### config.mk
export PLATFORM = sky130hd
export DESIGN_NAME = farRetSeq
export DESIGN_NICKNAME = d
export VERILOG_FILES = /design/src/rtl/farRetPkg.sv /design/src/rtl/farRetCtrl.sv /design/src/rtl/farRetDatapath.sv /design/src/rtl/farRetSeq.sv
export SDC_FILE = /design/constraint.sdc
export NUM_CORES = 1
export LEC_CHECK = 0
export CAP_MARGIN = 20
export CORE_MARGIN = 5
export CORE_UTILIZATION = 49
export DETAILED_ROUTE_END_ITERATION = 10
export GPL_TIMING_DRIVEN = 0
export MAX_ROUTING_LAYER = met4
export PLACE_DENSITY = 0.87
export SLEW_MARGIN = 10
export SYNTH_ARGS = -nofsm -noshare
export SYNTH_HDL_FRONTEND = slang
export SYNTH_SLANG_ARGS = --single-unit
export TNS_END_PERCENT = 20
### constraint.sdc
create_clock -name clk -period 4.8 [get_ports clk]
set_input_delay 0.72 -clock clk [delete_from_list [all_inputs] [get_ports clk]]
set_output_delay 0.72 -clock clk [all_outputs]
set_load 0.02 [all_outputs]
### src/rtl/farRetPkg.sv
`timescale 1ns/1ps
package farRetPkg;

  typedef enum logic [2:0] {
    ST_IDLE,
    ST_PM_REQ,
    ST_IP_REQ,
    ST_IP_WAIT,
    ST_CS_REQ,
    ST_CS_WAIT
  } seqState_t;

  typedef struct packed {
    logic latchIn;
    logic selCsAddr;
    logic captureIp;
    logic commitOk;
    logic commitAbort;
    logic commitPm;
  } ctrlStrobes_t;

endpackage

### src/rtl/farRetCtrl.sv
`timescale 1ns/1ps
module farRetCtrl
  import farRetPkg::*;
(
  input  logic         clk,
  input  logic         rstN,
  input  logic         start,
  input  logic         protEnable,
  input  logic         v86Mode,
  input  logic         memReqReady,
  input  logic         memRspValid,
  input  logic         memRspAbort,
  input  logic         pmReqReady,
  output logic         memReqValid,
  output logic         pmReqValid,
  output ctrlStrobes_t strobes
);

  seqState_t state;
  seqState_t stateNext;
  logic      protPath;

  assign protPath = protEnable & ~v86Mode;

  always_ff @(posedge clk or negedge rstN) begin
    if (!rstN) state <= ST_IDLE;
    else       state <= stateNext;
  end

  always_comb begin
    stateNext = state;
    strobes   = '0;
    unique case (state)
      ST_IDLE: begin
        if (start) begin
          strobes.latchIn = 1'b1;
          stateNext = protPath ? ST_PM_REQ : ST_IP_REQ;
        end
      end
      ST_PM_REQ: begin
        if (pmReqReady) begin
          strobes.commitPm = 1'b1;
          stateNext = ST_IDLE;
        end
      end
      ST_IP_REQ: begin
        if (memReqReady) stateNext = ST_IP_WAIT;
      end
      ST_IP_WAIT: begin
        if (memRspValid) begin
          if (memRspAbort) begin
            strobes.commitAbort = 1'b1;
            stateNext = ST_IDLE;
          end else begin
            strobes.captureIp = 1'b1;
            stateNext = ST_CS_REQ;
          end
        end
      end
      ST_CS_REQ: begin
        strobes.selCsAddr = 1'b1;
        if (memReqReady) stateNext = ST_CS_WAIT;
      end
      ST_CS_WAIT: begin
        strobes.selCsAddr = 1'b1;
        if (memRspValid) begin
          if (memRspAbort) strobes.commitAbort = 1'b1;
          else             strobes.commitOk    = 1'b1;
          stateNext = ST_IDLE;
        end
      end
      default: stateNext = ST_IDLE;
    endcase
  end

  assign memReqValid = (state == ST_IP_REQ) || (state == ST_CS_REQ);
  assign pmReqValid  = (state == ST_PM_REQ);

  // the handoff path and the stack path never run together
  p_one_port_r1: assert property (@(posedge clk) disable iff (!rstN)
    !(memReqValid && pmReqValid));

  // an unaccepted read request stays raised
  p_req_hold_r9: assert property (@(posedge clk) disable iff (!rstN)
    (memReqValid && !memReqReady) |=> memReqValid);

  // an unacknowledged handoff stays raised
  p_pm_hold_r1: assert property (@(posedge clk) disable iff (!rstN)
    (pmReqValid && !pmReqReady) |=> pmReqValid);

endmodule

### src/rtl/farRetDatapath.sv
`timescale 1ns/1ps
module farRetDatapath
  import farRetPkg::*;
#(
  parameter int ADDR_W     = 32,
  parameter int IMM_W      = 16,
  parameter int SEL_W      = 16,
  parameter int LANE_W     = 16,
  parameter int COST_LATER = 13,
  parameter int COST_EARLY = 18,
  parameter int COST_W     = 5
) (
  input  logic              clk,
  input  logic              rstN,
  input  ctrlStrobes_t      strobes,
  input  logic              memReqValid,
  input  logic              opSize32,
  input  logic              stackSize32,
  input  logic              useImm,
  input  logic [IMM_W-1:0]  immCount,
  input  logic              laterModel,
  input  logic [ADDR_W-1:0] curIp,
  input  logic [ADDR_W-1:0] curSp,
  input  logic [ADDR_W-1:0] memRspData,
  output logic [ADDR_W-1:0] memAddr,
  output logic              memWide,
  output logic              pmReqOpSize32,
  output logic [IMM_W-1:0]  pmReqImm,
  output logic [ADDR_W-1:0] newIp,
  output logic [SEL_W-1:0]  newCs,
  output logic [ADDR_W-1:0] newSp,
  output logic [COST_W-1:0] cycleCost,
  output logic [ADDR_W-1:0] savedIp,
  output logic              done,
  output logic              aborted
);

  localparam int UPPER_W  = ADDR_W - LANE_W;
  localparam int NARROW_B = 2;   // bytes per 16-bit stack item
  localparam int WIDE_B   = 4;   // bytes per 32-bit stack item

  logic              opSize32L;
  logic              stack32L;
  logic              laterL;
  logic [IMM_W-1:0]  immL;
  logic [ADDR_W-1:0] spL;
  logic [ADDR_W-1:0] ipTmp;

  logic [ADDR_W-1:0] csOffset;
  logic [ADDR_W-1:0] popBytes;
  logic [ADDR_W-1:0] ipAddr;
  logic [ADDR_W-1:0] csAddr;
  logic [ADDR_W-1:0] spNext;
  logic [LANE_W-1:0] laneCsAddr;
  logic [LANE_W-1:0] laneSpNext;
  logic [ADDR_W-1:0] rspNarrow;

  // captured operation context
  always_ff @(posedge clk or negedge rstN) begin
    if (!rstN) begin
      opSize32L <= 1'b0;
      stack32L  <= 1'b0;
      laterL    <= 1'b0;
      immL      <= '0;
      spL       <= '0;
      savedIp   <= '0;
      ipTmp     <= '0;
    end else begin
      if (strobes.latchIn) begin
        opSize32L <= opSize32;
        stack32L  <= stackSize32;
        laterL    <= laterModel;
        immL      <= useImm ? immCount : '0;
        spL       <= curSp;
        savedIp   <= curIp;
      end
      if (strobes.captureIp) begin
        ipTmp <= opSize32L ? memRspData : rspNarrow;
      end
    end
  end

  assign rspNarrow = {{UPPER_W{1'b0}}, memRspData[LANE_W-1:0]};

  // address and pointer arithmetic
  assign csOffset   = opSize32L ? ADDR_W'(WIDE_B) : ADDR_W'(NARROW_B);
  assign popBytes   = ADDR_W'(2 * (opSize32L ? WIDE_B : NARROW_B)) + ADDR_W'(immL);
  assign laneCsAddr = spL[LANE_W-1:0] + csOffset[LANE_W-1:0];
  assign laneSpNext = spL[LANE_W-1:0] + popBytes[LANE_W-1:0];

  always_comb begin
    if (stack32L) begin
      ipAddr = spL;
      csAddr = spL + csOffset;
      spNext = spL + popBytes;
    end else begin
      ipAddr = {{UPPER_W{1'b0}}, spL[LANE_W-1:0]};
      csAddr = {{UPPER_W{1'b0}}, laneCsAddr};
      spNext = {spL[ADDR_W-1:LANE_W], laneSpNext};
    end
  end

  assign memAddr       = strobes.selCsAddr ? csAddr : ipAddr;
  assign memWide       = opSize32L;
  assign pmReqOpSize32 = opSize32L;
  assign pmReqImm      = immL;

  // commit stage: results change only here
  always_ff @(posedge clk or negedge rstN) begin
    if (!rstN) begin
      newIp     <= '0;
      newCs     <= '0;
      newSp     <= '0;
      cycleCost <= '0;
      done      <= 1'b0;
      aborted   <= 1'b0;
    end else begin
      done    <= strobes.commitOk | strobes.commitAbort | strobes.commitPm;
      aborted <= strobes.commitAbort;
      if (strobes.commitOk) begin
        newIp     <= ipTmp;
        newCs     <= memRspData[SEL_W-1:0];
        newSp     <= spNext;
        cycleCost <= laterL ? COST_W'(COST_LATER) : COST_W'(COST_EARLY);
      end else if (strobes.commitAbort) begin
        newIp     <= savedIp;
        newSp     <= spL;
        cycleCost <= '0;
      end else if (strobes.commitPm) begin
        cycleCost <= '0;
      end
    end
  end

  // completion is a single-cycle pulse
  p_done_pulse_r10: assert property (@(posedge clk) disable iff (!rstN)
    done |=> !done);

  // an aborted return carries no cost
  p_abort_cost_r6: assert property (@(posedge clk) disable iff (!rstN)
    (done && aborted) |-> (cycleCost == '0));

  // any charged cost is one of the two model values
  p_cost_value_r8: assert property (@(posedge clk) disable iff (!rstN)
    (done && cycleCost != '0) |->
      (cycleCost == COST_W'(COST_LATER) || cycleCost == COST_W'(COST_EARLY)));

  // narrow-stack requests stay inside the low 64 KiB
  p_narrow_addr_r7: assert property (@(posedge clk) disable iff (!rstN)
    (memReqValid && !stack32L) |-> (memAddr[ADDR_W-1:LANE_W] == '0));

endmodule

### src/rtl/farRetSeq.sv
`timescale 1ns/1ps
module farRetSeq
  import farRetPkg::*;
#(
  parameter int ADDR_W     = 32,
  parameter int IMM_W      = 16,
  parameter int SEL_W      = 16,
  parameter int COST_LATER = 13,
  parameter int COST_EARLY = 18,
  localparam int COST_MAX  = (COST_LATER > COST_EARLY) ? COST_LATER : COST_EARLY,
  localparam int COST_W    = $clog2(COST_MAX + 1)
) (
  input  logic              clk,
  input  logic              rstN,
  input  logic              start,
  input  logic              opSize32,
  input  logic              stackSize32,
  input  logic              useImm,
  input  logic [IMM_W-1:0]  immCount,
  input  logic              protEnable,
  input  logic              v86Mode,
  input  logic              laterModel,
  input  logic [ADDR_W-1:0] curIp,
  input  logic [ADDR_W-1:0] curSp,
  output logic              memReqValid,
  input  logic              memReqReady,
  output logic [ADDR_W-1:0] memAddr,
  output logic              memWide,
  input  logic              memRspValid,
  input  logic [ADDR_W-1:0] memRspData,
  input  logic              memRspAbort,
  output logic              pmReqValid,
  input  logic              pmReqReady,
  output logic              pmReqOpSize32,
  output logic [IMM_W-1:0]  pmReqImm,
  output logic [ADDR_W-1:0] newIp,
  output logic [SEL_W-1:0]  newCs,
  output logic [ADDR_W-1:0] newSp,
  output logic [COST_W-1:0] cycleCost,
  output logic [ADDR_W-1:0] savedIp,
  output logic              done,
  output logic              aborted
);

  localparam int LANE_W = 16;

  ctrlStrobes_t strobes;

  farRetCtrl uCtrl (
    .clk         (clk),
    .rstN        (rstN),
    .start       (start),
    .protEnable  (protEnable),
    .v86Mode     (v86Mode),
    .memReqReady (memReqReady),
    .memRspValid (memRspValid),
    .memRspAbort (memRspAbort),
    .pmReqReady  (pmReqReady),
    .memReqValid (memReqValid),
    .pmReqValid  (pmReqValid),
    .strobes     (strobes)
  );

  farRetDatapath #(
    .ADDR_W     (ADDR_W),
    .IMM_W      (IMM_W),
    .SEL_W      (SEL_W),
    .LANE_W     (LANE_W),
    .COST_LATER (COST_LATER),
    .COST_EARLY (COST_EARLY),
    .COST_W     (COST_W)
  ) uData (
    .clk           (clk),
    .rstN          (rstN),
    .strobes       (strobes),
    .memReqValid   (memReqValid),
    .opSize32      (opSize32),
    .stackSize32   (stackSize32),
    .useImm        (useImm),
    .immCount      (immCount),
    .laterModel    (laterModel),
    .curIp         (curIp),
    .curSp         (curSp),
    .memRspData    (memRspData),
    .memAddr       (memAddr),
    .memWide       (memWide),
    .pmReqOpSize32 (pmReqOpSize32),
    .pmReqImm      (pmReqImm),
    .newIp         (newIp),
    .newCs         (newCs),
    .newSp         (newSp),
    .cycleCost     (cycleCost),
    .savedIp       (savedIp),
    .done          (done),
    .aborted       (aborted)
  );

  // a pending read keeps its address and width
  p_addr_stable_r9: assert property (@(posedge clk) disable iff (!rstN)
    (memReqValid && !memReqReady) |=> ($stable(memAddr) && $stable(memWide)));

  // a pending handoff keeps its payload
  p_pm_payload_r1: assert property (@(posedge clk) disable iff (!rstN)
    (pmReqValid && !pmReqReady) |=> ($stable(pmReqImm) && $stable(pmReqOpSize32)));

endmodule

==> flow_summary.toml <==
[power]
power_leakage_nw = 6.96
power_switching_w = 0.00406
swShare_pct = 42.2
p_per_area_nw_per_um2 = 663
power.total_w = 0.00962
combPwrFrac_pct = 49.1
peakVddDrop_uv = 472
p_int_w = 0.00556
clkPwrFrac_pct = 17.6
p_seq_share_pct = 33.3

[synthesis]
async_reset_ff_share_pct = 100
synth.distinct_cells = 62
synth-seq-cells = 202
avgSynthCellArea_um2 = 8.81
synth_area_um2 = 10400
synthCells = 1186
synth_nets = 1338
synth_edf_count = 0
yosysWarningCount = 0
ys_seq_area_share_pct = 48.4
ys.flop_type = "dfrtp_1"

[global_route]
overflow = 0
antenna_found_initial = 0
grt_usage_pct = 28.1
grt_pass1_wl_um = 52900
grt_pass1_vias = 9865
grt_max_degree = 111

[floorplan]
std_cell_rows = 53
dieWidth_um = 156
die_area_um2 = 24300
die_h_um = 156
io_pins = 296
core_um2 = 21000
start_util_pct = 49.7

[sta]
slew_violations = 0
rsz0062_at_grt = "false"
fin_crit_sh_pct = 94.1
setup_viol = 0
clock_skew_ns = 0.00873
finalSetupTns_ns = 0
fmax_ghz = 0.221
finalHoldViolCount = 0
min_period_ns = 4.52
setup_ws_ns = 0.283
slew_headroom_pct = 44.2
worst_pin_slew_ns = 0.838

[worst_setup_path]
path_cells = "clkbuf_1 -> inv_1 -> ha_1 -> fa_1 -> nand3_2 -> nor3_4 -> buf_12 -> nand4_4 -> or3_1 -> a21boi_1 -> clkdlybuf4s50_1"
critPathRequiredTime_ns = 4.08
cp.arrival_ns = 3.80
crit_slowest_cell = "clkdlybuf4s50_1"
end_kind = "output port"
cp-start-kind = "register"
max_stage_delay_ns = 0.63
reg2reg_slack_ns = 0.57
critPathMaxFanout = 8
worst-setup-path-type = "reg2out"

[finish]
drive_above_1_share_pct = 6.11
multiInputGateArea_um2 = 5030
area_delta_synth_final_pct = 38.9
n_antenna_cell = 0
final_common_cell = "nand2_1"
seq_area_um2 = 5050
post-route-util_pct = 69.0
most-common-layout-cells = "456 x nand2_1, 293 x clkdlybuf4s50_1, 202 x dfrtp_1"
final.fill_count = 1607
fin_nets = 1659

[cts]
clk_path_buf_depth = 3
insertion_delay_ns = 0.50
ctsHoldBuffers = 0
htree_levels = 1
cts_tree = "done"
numCtsBuffers = 23
clkTransAtPathRegs_ns = 0.06
cts_root_buf = "clkbuf_16"
numClockSinks = 202

[job]
drv_cap = 0

[routing]
viasPerCell = 5.41
dr.first_iter.drc_count = 621
drt_pass1_iterations = 5
ant_nets = 0
routed_wl_um = 34000
wl_per_cell_um = 18.9
drc = 0
vias = 9713

[hold_path]
hold_class = "in2async"

[placed_design]
numPortBuffers = 294
dp_hpwl_um = 25600
place_ws_ns = 0.575
gp_congestion = 0.915

[status]
status = "finished clean"
[path summary, 6_finish.rpt]
path | startpoint | to | cells after the start
min in group clk | uData.ipTmp[18] | uData.ipTmp[18] | 2
setup / recovery | uData.memWide | memAddr[31] | 11
hold reg to reg | uData.ipTmp[18] | uData.ipTmp[18] | 2
setup reg to reg | uData.memWide | uData.newSp[18] | 15
max in group asynchronous | rstN | uData.newIp[23] | 2
hold / removal | rstN | uData.spL[20] | 1
[synth_stat cells, drive strengths merged, types with 12 or more instances]
library cell | n | area, um^2
nand2 | 458 | 1720
dfrtp | 202 | 5050
o21ai | 83 | 419
nand3 | 52 | 275
clkbuf | 46 | 173
mux2i | 43 | 430
a21oi | 30 | 158
xor2 | 30 | 263
xnor2 | 27 | 236
buf | 25 | 155
ha | 24 | 300
and2 | 16 | 100
nor2 | 16 | 67.6
nand4 | 14 | 133
and3 | 12 | 75.1
[metal layers]
metal	up-vias	track usage [%]	part of all wire, %	wire, um
li1	4587	-	-	-
met1	4678	34.7	40	13600
met2	373	45.7	48	16400
met3	75	6.27	8.1	2750
met4	0	9.67	3.5	1180
met5	-	-	0	0
[cell type report]
class | instances | share of cell area, %
timing repair buffer | 296 | 20.6
multi-input combinational | 903 | 34.6
buffer | 71 | 2.26
sequential | 202 | 34.8
tap | 275 | 2.37
inverter | 10 | 0.259
clock inverter | 9 | 0.543
clock buffer | 31 | 4.45
[stage by stage]
step	instances	hold WS [ns]	area (um^2)
final	1797	0.246	14500
after global routing	1797	0.304	14500
after CTS	1796	0.266	14500
after detailed placement	1756	0.460	13800
after global placement	1755	0.451	13700
after floorplan	1186	0.424	10400
[critical path: cells and delay by family (launching register included)]
family | cells | cell delay (ns)
AOI/OAI and AO/OA | 1 | 0.18
adders and majority gates | 2 | 0.48
buffers and inverters | 4 | 1.22
DFF | 1 | 0.50
and+or+nand+nor | 4 | 0.89
[logic make-up after synthesis]
family,synth area share [%]
AOI/OAI and AO/OA,9.29
and+or+nand+nor,25.6
DFF,48.4
buffers and inverters,3.50
adders and majority gates,3.45
xor gates and xnor gates,4.78
muxes,4.98
[registers in the layout (all words and copies together) (netlist names), 3 cells and up]
| signal | cells |
|---|---|
| uData.ipTmp | 32 |
| uData.newIp | 32 |
| uData.newSp | 32 |
| uData.savedIp | 32 |
| uData.spL | 32 |
| uData.newCs | 16 |
| uData.pmReqImm | 16 |
| uCtrl.state | 3 |
[power by group through the flow]
| stage | registers (W) | logic (W) | clock network (W) |
|---|---|---|---|
| 6_report | 0.00320 | 0.00472 | 0.00169 |
| 2_1_floorplan | 0.00361 | 0.00214 | 0 |
| 3_3_place_gp | 0.00315 | 0.00459 | 0 |
| 4_1_cts | 0.00318 | 0.00475 | 0.00172 |
| 5_1_grt | 0.00329 | 0.00512 | 0.00180 |
| 3_5_place_dp | 0.00319 | 0.00472 | 0 |
[timing repair]
| item | 4_1_cts | 5_1_grt |
|---|---|---|
| setup buffers | 0 | 1 |
| setup endpoints to repair | 0 | 1 |
| gates resized for setup | 0 | 0 |
(Power assumes the default switching activity.)
